File: src/rtl/alarm_pkg.sv
package alarm_pkg;
  parameter int SEC_W  = 6;
  parameter int MIN_W  = 6;
  parameter int HOUR_W = 5;
  parameter int WDAY_W = 3;
  parameter int DAY_W  = 5;
  parameter int MON_W  = 4;
  parameter int RPT_W  = 8;
  parameter int MASK_W = 4;
  parameter int DATA_W = 16;
  parameter int ADDR_W = 2;
  localparam int NDIG  = 7;

  typedef struct packed {
    logic [MON_W-1:0]  mon;
    logic [DAY_W-1:0]  day;
    logic [WDAY_W-1:0] wday;
    logic [HOUR_W-1:0] hour;
    logic [MIN_W-1:0]  min;
    logic [SEC_W-1:0]  sec;
    logic              half;
  } digits_t;

  typedef enum logic [ADDR_W-1:0] {
    A_SEC  = 2'd0,
    A_HRMN = 2'd1,
    A_DATE = 2'd2,
    A_CFG  = 2'd3
  } reg_addr_e;

  typedef struct packed {
    logic            valid;
    logic            every;
    logic [NDIG-1:0] sel;
  } mask_dec_t;

  // sel bit order: 0 half, 1 sec, 2 min, 3 hour, 4 wday, 5 day, 6 month
  function automatic mask_dec_t decode_mask(input logic [MASK_W-1:0] code);
    mask_dec_t d;
    d.valid = 1'b1;
    d.every = 1'b0;
    d.sel   = '0;
    case (code)
      4'd0: d.every = 1'b1;
      4'd1: d.sel = 7'b0000001;
      4'd2: d.sel = 7'b0000011;
      4'd3: d.sel = 7'b0000111;
      4'd4: d.sel = 7'b0001111;
      4'd5: d.sel = 7'b0011111;
      4'd6: d.sel = 7'b0101111;
      4'd7: d.sel = 7'b1101111;
      default: d.valid = 1'b0;
    endcase
    return d;
  endfunction
endpackage

File: src/rtl/alarm_regs.sv
module alarm_regs
  import alarm_pkg::*;
(
  input  logic              clk,
  input  logic              rst_n,
  input  logic              wr_en,
  input  logic [ADDR_W-1:0] wr_addr,
  input  logic [DATA_W-1:0] wr_data,
  input  logic              alm_on,
  output digits_t           alm_val,
  output logic [MASK_W-1:0] mask,
  output logic              chime,
  output logic              cfg_wr,
  output logic              cfg_en,
  output logic [RPT_W-1:0]  cfg_rpt
);
  localparam int SEC_LSB  = 1;
  localparam int HOUR_LSB = 8;
  localparam int DAY_LSB  = 4;
  localparam int MON_LSB  = 12;
  localparam int MASK_LSB = 8;
  localparam int CHM_BIT  = 12;
  localparam int EN_BIT   = 15;

  digits_t           val_q, val_d;
  logic [MASK_W-1:0] mask_q, mask_d;
  logic              chime_q, chime_d;
  logic              val_wr;

  assign val_wr = wr_en && (wr_addr != A_CFG) && !alm_on;
  assign cfg_wr = wr_en && (wr_addr == A_CFG);

  always_comb begin
    val_d   = val_q;
    mask_d  = mask_q;
    chime_d = chime_q;
    if (val_wr) begin
      case (wr_addr)
        A_SEC: begin
          val_d.half = wr_data[0];
          val_d.sec  = wr_data[SEC_LSB +: SEC_W];
        end
        A_HRMN: begin
          val_d.min  = wr_data[0 +: MIN_W];
          val_d.hour = wr_data[HOUR_LSB +: HOUR_W];
        end
        A_DATE: begin
          val_d.wday = wr_data[0 +: WDAY_W];
          val_d.day  = wr_data[DAY_LSB +: DAY_W];
          val_d.mon  = wr_data[MON_LSB +: MON_W];
        end
        default: ;
      endcase
    end
    if (cfg_wr) begin
      mask_d  = wr_data[MASK_LSB +: MASK_W];
      chime_d = wr_data[CHM_BIT];
    end
  end

  always_ff @(posedge clk or negedge rst_n) begin
    if (!rst_n) begin
      val_q   <= '0;
      mask_q  <= '0;
      chime_q <= 1'b0;
    end else begin
      val_q   <= val_d;
      mask_q  <= mask_d;
      chime_q <= chime_d;
    end
  end

  assign alm_val = val_q;
  assign mask    = mask_q;
  assign chime   = chime_q;
  assign cfg_en  = wr_data[EN_BIT];
  assign cfg_rpt = wr_data[0 +: RPT_W];

  // the alarm digits do not move under a write made while enabled
  p_value_locked_r9: assert property (@(posedge clk) disable iff (!rst_n)
    (wr_en && (wr_addr != A_CFG) && alm_on) |=> $stable(val_q));
endmodule

File: src/rtl/alarm_match.sv
module alarm_match
  import alarm_pkg::*;
(
  input  logic              clk,
  input  logic              rst_n,
  input  logic              tick,
  input  digits_t           cur,
  input  digits_t           alm,
  input  logic [MASK_W-1:0] mask,
  output logic              fire
);
  mask_dec_t       dec;
  logic [NDIG-1:0] eq;
  logic [NDIG-1:0] need;
  logic            hit_now;
  logic            prev_q, prev_d;

  assign dec   = decode_mask(mask);
  assign eq[0] = (cur.half == alm.half);
  assign eq[1] = (cur.sec  == alm.sec);
  assign eq[2] = (cur.min  == alm.min);
  assign eq[3] = (cur.hour == alm.hour);
  assign eq[4] = (cur.wday == alm.wday);
  assign eq[5] = (cur.day  == alm.day);
  assign eq[6] = (cur.mon  == alm.mon);

  for (genvar g = 0; g < NDIG; g++) begin : g_need
    assign need[g] = eq[g] || !dec.sel[g];
  end

  assign hit_now = dec.valid && (dec.every || (&need));
  assign fire    = tick && hit_now && (dec.every || !prev_q);

  always_comb begin
    prev_d = prev_q;
    if (tick) prev_d = hit_now;
  end

  always_ff @(posedge clk or negedge rst_n) begin
    if (!rst_n) prev_q <= 1'b0;
    else        prev_q <= prev_d;
  end
endmodule

File: src/rtl/alarm_seq.sv
module alarm_seq
  import alarm_pkg::*;
(
  input  logic             clk,
  input  logic             rst_n,
  input  logic             fire,
  input  logic             chime,
  input  logic             cfg_wr,
  input  logic             cfg_en,
  input  logic [RPT_W-1:0] cfg_rpt,
  output logic             en,
  output logic [RPT_W-1:0] rpt,
  output logic             irq,
  output logic             pulse
);
  localparam logic [RPT_W-1:0] RPT_MAX = {RPT_W{1'b1}};

  logic             en_q, en_d;
  logic [RPT_W-1:0] rpt_q, rpt_d;
  logic             irq_q, irq_d;
  logic             pls_q, pls_d;
  logic             event_ok;

  assign event_ok = fire && en_q && !cfg_wr;

  always_comb begin
    en_d  = en_q;
    rpt_d = rpt_q;
    irq_d = 1'b0;
    pls_d = pls_q;
    if (cfg_wr) begin
      en_d  = cfg_en;
      rpt_d = cfg_rpt;
    end else if (event_ok) begin
      irq_d = 1'b1;
      pls_d = !pls_q;
      if (rpt_q != '0)  rpt_d = rpt_q - 1'b1;
      else if (chime)   rpt_d = RPT_MAX;
      else              en_d  = 1'b0;
    end
  end

  always_ff @(posedge clk or negedge rst_n) begin
    if (!rst_n) begin
      en_q  <= 1'b0;
      rpt_q <= '0;
      irq_q <= 1'b0;
      pls_q <= 1'b0;
    end else begin
      en_q  <= en_d;
      rpt_q <= rpt_d;
      irq_q <= irq_d;
      pls_q <= pls_d;
    end
  end

  assign en    = en_q;
  assign rpt   = rpt_q;
  assign irq   = irq_q;
  assign pulse = pls_q;

  // a shot with count left decrements and keeps the alarm on
  p_decrement_r4: assert property (@(posedge clk) disable iff (!rst_n)
    (fire && en_q && !cfg_wr && rpt_q != '0) |=> (rpt_q == $past(rpt_q) - 1'b1) && en_q);
  // last shot without chime turns the alarm off
  p_last_shot_r5: assert property (@(posedge clk) disable iff (!rst_n)
    (fire && en_q && !cfg_wr && rpt_q == '0 && !chime) |=> !en_q);
  // chime wraps the count instead of disabling
  p_chime_wrap_r6: assert property (@(posedge clk) disable iff (!rst_n)
    (fire && en_q && !cfg_wr && rpt_q == '0 && chime) |=> en_q && rpt_q == RPT_MAX);
  // pulse level inverts exactly when an interrupt is issued
  p_pulse_flip_r8: assert property (@(posedge clk) disable iff (!rst_n)
    irq_q |-> (pls_q != $past(pls_q)));
  p_pulse_hold_r8: assert property (@(posedge clk) disable iff (!rst_n)
    !irq_q |-> $stable(pls_q));
endmodule

File: src/rtl/alarm_ctrl.sv
module alarm_ctrl
  import alarm_pkg::*;
(
  input  logic              clk,
  input  logic              rst_n,
  input  logic              tick,
  input  logic              cur_half,
  input  logic [SEC_W-1:0]  cur_sec,
  input  logic [MIN_W-1:0]  cur_min,
  input  logic [HOUR_W-1:0] cur_hour,
  input  logic [WDAY_W-1:0] cur_wday,
  input  logic [DAY_W-1:0]  cur_day,
  input  logic [MON_W-1:0]  cur_month,
  input  logic              wr_en,
  input  logic [ADDR_W-1:0] wr_addr,
  input  logic [DATA_W-1:0] wr_data,
  output logic              alarm_irq,
  output logic              alarm_pulse,
  output logic              alarm_en,
  output logic [RPT_W-1:0]  repeat_left
);
  logic [1:0]        rst_sync;
  logic              rst_int_n;
  digits_t           cur;
  digits_t           alm_val;
  logic [MASK_W-1:0] mask;
  logic              chime;
  logic              cfg_wr;
  logic              cfg_en;
  logic [RPT_W-1:0]  cfg_rpt;
  logic              fire;

  always_ff @(posedge clk or negedge rst_n) begin
    if (!rst_n) rst_sync <= 2'b00;
    else        rst_sync <= {rst_sync[0], 1'b1};
  end
  assign rst_int_n = rst_sync[1];

  assign cur = '{mon: cur_month, day: cur_day, wday: cur_wday, hour: cur_hour,
                 min: cur_min, sec: cur_sec, half: cur_half};

  alarm_regs u_regs (
    .clk(clk), .rst_n(rst_int_n), .wr_en(wr_en), .wr_addr(wr_addr),
    .wr_data(wr_data), .alm_on(alarm_en), .alm_val(alm_val), .mask(mask),
    .chime(chime), .cfg_wr(cfg_wr), .cfg_en(cfg_en), .cfg_rpt(cfg_rpt)
  );

  alarm_match u_match (
    .clk(clk), .rst_n(rst_int_n), .tick(tick), .cur(cur), .alm(alm_val),
    .mask(mask), .fire(fire)
  );

  alarm_seq u_seq (
    .clk(clk), .rst_n(rst_int_n), .fire(fire), .chime(chime),
    .cfg_wr(cfg_wr), .cfg_en(cfg_en), .cfg_rpt(cfg_rpt), .en(alarm_en),
    .rpt(repeat_left), .irq(alarm_irq), .pulse(alarm_pulse)
  );

  // an interrupt only follows an update tick
  p_irq_on_tick_r2: assert property (@(posedge clk) disable iff (!rst_int_n)
    alarm_irq |-> $past(tick));
  // no interrupt unless the alarm was enabled
  p_irq_needs_en_r12: assert property (@(posedge clk) disable iff (!rst_int_n)
    alarm_irq |-> $past(alarm_en));
  // reserved mask codes stay silent
  p_reserved_silent_r7: assert property (@(posedge clk) disable iff (!rst_int_n)
    alarm_irq |-> ($past(mask) < 4'd8));
endmodule

File: config.mk
export PLATFORM = sky130hd
export DESIGN_NAME = alarm_ctrl
export DESIGN_NICKNAME = d
export VERILOG_FILES = /design/src/rtl/alarm_pkg.sv /design/src/rtl/alarm_regs.sv /design/src/rtl/alarm_match.sv /design/src/rtl/alarm_seq.sv /design/src/rtl/alarm_ctrl.sv
export SDC_FILE = /design/constraint.sdc
export NUM_CORES = 1
export LEC_CHECK = 0
export BUFFER_PORTS_ARGS = -buffer_cell sky130_fd_sc_hd__buf_2
export CORE_ASPECT_RATIO = 1.4
export CORE_MARGIN = 4
export CORE_UTILIZATION = 23
export DETAILED_ROUTE_END_ITERATION = 6
export PLACE_DENSITY = 0.44
export SLEW_MARGIN = 30
export SYNTH_ARGS = -nofsm -noshare
export SYNTH_HDL_FRONTEND = slang
export SYNTH_SLANG_ARGS = --single-unit
File: constraint.sdc
create_clock -name clk -period 3.6 [get_ports clk]
set_input_delay 0.72 -clock clk [delete_from_list [all_inputs] [get_ports clk]]
set_output_delay 0.72 -clock clk [all_outputs]
set_load 0.005 [all_outputs]
Word-level counts from Yosys, hierarchy flattened
Index checks and enable logic that the tools add are counted.
- add/subtract/negate cells: 1
- equality and inequality tests: 20
- multiplexer cells: 13
- bitwise operators: 1
- reduce and logical (&&, ||, !) cells: 41
- operators by type and width (cell ; number):
    7-bit one-hot mux with 7 select lines ; 1
    8-bit two-way mux ; 4
    4-bit by 3-bit == test with 1-bit output, second input constant ; 4
    6-bit == test ; 2
    1-bit zero test ; 11
    5-bit == test ; 2
    2-bit AND reduction ; 5
    1-bit logical OR ; 9
    4-bit by 2-bit == test with 1-bit output, second input constant ; 2
    1-bit logical AND ; 8
    1-bit two-way mux ; 8
    8-bit nonzero test ; 1
    8-bit OR reduction ; 1
    8-bit by 1-bit subtractor with 8-bit output, second input constant ; 1
    7-bit AND reduction ; 1
    2-bit == test, second input constant ; 2
    4-bit by 1-bit == test with 1-bit output, second input constant ; 1
    4-bit == test ; 1
    4-bit zero test ; 1
    2-bit inequality test, second input constant ; 2
    3-bit == test ; 1
    3-bit AND reduction ; 1
    3-bit nonzero test ; 1
    2-bit by 1-bit == test with 1-bit output, second input constant ; 1
    other kinds (5) ; 5
- flip-flop bits (word level): 49
- input bits: 52
- output and inout bits: 11
- word-level logic and storage cells: 91

Longest topological paths before layout
- depth in word-level cells: 13
- gate-level depth with buffers: 9
- gate-level depth less buffers: 9

Hierarchy
A second synthesis with hierarchy kept.
- cell total of the unflattened synthesis: 222
- area, all modules: 2596.2 um^2
- modules (own cells, without submodules) (module ; instances ; cells an instance ; area an instance (um^2) ; sequential area each (um^2)):
    alarm_regs ; 1 ; 86 ; 1417.6 ; 875.8
    alarm_seq ; 1 ; 79 ; 680.7 ; 275.3
    alarm_match ; 1 ; 54 ; 444.2 ; 25.0
    alarm_ctrl ; 1 ; 3 ; 53.8 ; 50.0

Least setup slack after synthesis
OpenSTA, ideal clock, no wires.
- kind: input to register
- start point: input port cur_day[4]
- end point: register u_seq.en_q, in the netlist u_seq.en
- setup time: 0.125 ns
- arrival time: 2.064 ns
- data required time: 3.475 ns
- setup slack: 1.411 ns
- stages on the path: 7
- buffers on the path: 0
- cells stage by stage: xnor2_1 -> nand3_1 -> o31ai_1 -> a31oi_1 -> or3_4 -> nor4_1 -> o21ai_1
- cells in the longest elaborated chain, start to end: 11
- ends and longest elaborated chain (item ; line ; text):
    start: declaration ; alarm_ctrl.sv:12 ; input logic [DAY_W-1:0] cur_day,
    5-bit == test ; alarm_match.sv:24 ; assign eq[5] = (cur.day == alm.day);
    1-bit logical OR ; alarm_match.sv:28 ; assign need[g] = eq[g] || !dec.sel[g];
    7-bit AND reduction ; alarm_match.sv:31 ; assign hit_now = dec.valid && (dec.every || (&need));
    1-bit logical OR ; alarm_match.sv:31 ;
    1-bit logical AND ; alarm_match.sv:31 ;
    1-bit logical AND (2 in a row) ; alarm_match.sv:32 ; assign fire = tick && hit_now && (dec.every || !prev_q);
    1-bit logical AND (2 in a row) ; alarm_seq.sv:24 ; assign event_ok = fire && en_q && !cfg_wr;
    2-bit nonzero test (no line) ; -- ;
    3-bit AND reduction (no line) ; -- ;
    end signal: assignment ; alarm_seq.sv:50 ; en_q <= en_d;
    end: declaration ; alarm_seq.sv:18 ; logic en_q, en_d;
No other way between the ends.
A chain may end at the register's enable or synchronous reset.

Worst setup path in the final report
- start point: input port cur_day[3]
- end point: register u_seq.en_q, in the netlist u_seq.en
The elaborated chain is that of the path after synthesis.

==> reports/metrics.cfg <==
[status]
status = completed

[pwr]
powerDensity_nw_per_um2 = 583
clkPwrFrac = 0.301
p_comb_frac = 0.259
swShare = 0.290
internal_power_uw = 1300
vdd_drop_max_mv = 0.245
p_switching_uw = 533
sequentialPowerShare = 0.440
power_leakage_uw = 0.00138
p_total_uw = 1840

[clock_tree]
clock_path_buffers = 2
postCtsHoldBufs = 0
cts.sinks = 49
cts_buffers = 5
tritoncts = yes
clk_pin_slew_ns = 0.07
cts-resized-gates = 0
cts_root_buffer = clkbuf_16
htree_levels = 2
cts_setup_buffers = 0
insertion_delay_ns = 0.29

[timing]
tightestPinTransition_ns = 1.01
slew_violations = 0
fin_tns_setup_ns = 0
finClkSkew_ns = 0.00546
fin_crit_sh = 0.636
max_freq_mhz = 437
hold_viol = 0
worst_slack_ns = 1.31
rsz0062_at_grt = false
slew_headroom = 0.326
fin_crit_ns = 2.29
setup_violations = 0

[floorplanning]
core_area_um2 = 10500
fp.dieH_um = 131
die_x_um = 95.6
die_area_um2 = 12500
rows = 44
initial_core_util = 0.236
io_pins = 63

[yosys]
synth_area_per_cell_um2 = 11.6
ys_ff_latch = 49
synth.distinct_cells = 42
async_flop_share = 1.00
synth_area_um2 = 2470
syn_inst = 213
synth-edff-count = 0
synth_fp_nets = 267
ys_warn_count = 0
ys_seq_area_frac = 0.496
ys.flop_type = dfrtp_1

[placed_design]
place_hpwl_mm = 5.14
gp_congestion = 0.775
pre_cts_ws_ns = 1.01
io_buffers = 62

[setup_path]
crit_fanout = 3
regToRegSetupSlack_ns = 1.43
start_kind = input port
cp_data_arrival_time_ns = 2.46
crit_required_ns = 3.77
critPathKind = in2reg
critPathCaptureType = flip-flop

[routing]
wl_mm = 6.70
ant_nets = 0
firstDrtPassIters = 4
via_count = 1876
routed_via_density = 4.47
drtIter0Drc = 44
drt-wirelength-per-cell_um = 15.9
drc = 0

[global_route]
grt-ovfl-total = 0
grt_pass1_vias = 1985
grt_pass1_wl_mm = 10.6
grt_max_degree = 48
antenna_found_initial = 0
grt_usage = 0.114

[layout]
num_antenna_cells = 0
area_delta_synth_final_pct = 27.5
final_common_cell = buf_2
layout-drive-gt1-share = 0.401
final_cell_mix = 62 x buf_2, 48 x dfrtp_1, 30 x mux2_2
nets = 335

[job]
cap_violations = 0

[min_path]
hold_class = in2async

critical path: stages:
cell	delay [ns]
buf_2	0.10
xnor2_1	0.19
nand3_1	0.11
o31ai_1	0.24
a31oi_1	0.21
or3_4	0.47
nor4_1	0.31
o21ai_1	0.10
Yosys cell counts (2+ instances only):
master	instances	area share
nor2_1	9	0.014
inv_1	5	0.0076
nor3_1	5	0.010
nor4bb_1	2	0.0081
o32a_1	3	0.012
mux2_2	30	0.14
o22ai_1	2	0.0051
clkbuf_1	5	0.0076
o311a_1	3	0.012
nand2_1	19	0.029
nand4_1	5	0.013
o21ai_0	2	0.0041
xnor2_1	21	0.074
xor2_1	12	0.043
ha_1	2	0.010
a21oi_1	4	0.0081
nand3_1	6	0.012
dfrtp_1	49	0.50
nor3b_1	3	0.0091
nor4_1	2	0.0051
o21ai_1	2	0.0041
nand2b_1	2	0.0051
registers in the layout (all words and copies together) (netlist names):
signal          flops
u_regs.alm_val     30
u_regs.chime        1
u_seq.en            1
u_regs.mask         4
u_seq.rpt           8
u_seq.irq           1
u_seq.pulse         1
rst_sync            2
u_match.prev_q      1
final cells by class:
class                   count  area, um^2
flip-flops and latches     49        1230
well taps                 138         173
inverters                   5        18.8
clock inverters             1        30.0
multi-input cells         154        1220
fillers                  1110        7310
clock buffers               7         143
repair buffers             66         340
per-layer routing:
layer / vias up / wire, um / track usage
met4: 0 / 91 / 0.0352
li1: 906 / - / -
met5: - / 0 / 0
met1: 911 / 2830 / 0.136
met3: 5 / 341 / 0.0269
met2: 54 / 3430 / 0.201
power by group through the flow:
stage	logic, uW	registers (uW)	clock network [uW]
after floorplan	334	802	0
after global placement	478	818	0
after detailed placement	486	821	0
after CTS	488	811	571
after global routing	538	832	595
final	476	809	553
cell families after synthesis:
logic type               count (synthesis)  synth area share
XOR/XNOR                                33             0.117
other                                    1           0.00152
multiplexers                            30             0.137
flip-flops                              49             0.496
adder cells (fa/ha/maj)                  2            0.0101
AND/OR/NAND/NOR                         61             0.138
buffers and inverters                   10            0.0152
AO/OA/AOI/OAI                           27            0.0856
final timing paths:
path / startpoint / to / depth (start not counted)
worst max-delay path: cur_day[3] / u_seq.en / 8
worst min-delay path: rst_n / rst_sync[1] / 1
worst max register to register: u_regs.alm_val[24] / u_seq.en / 7
worst min register to register: rst_sync[1] / u_seq.rpt[6] / 1
max in group asynchronous: rst_sync[1] / u_seq.irq / 1
min in group clk: rst_sync[0] / rst_sync[1] / 0
stage by stage:
stage	util	cell area (um^2)	hold WS, ns	instances
floorplan	-	2470	0.331	213
global placement	0.285	2980	0.338	412
detailed placement	0.285	2980	0.342	412
CTS	0.301	3150	0.194	420
global route	0.301	3150	0.195	420
finish	0.301	3150	0.199	420
(Power assumes the default switching activity.)
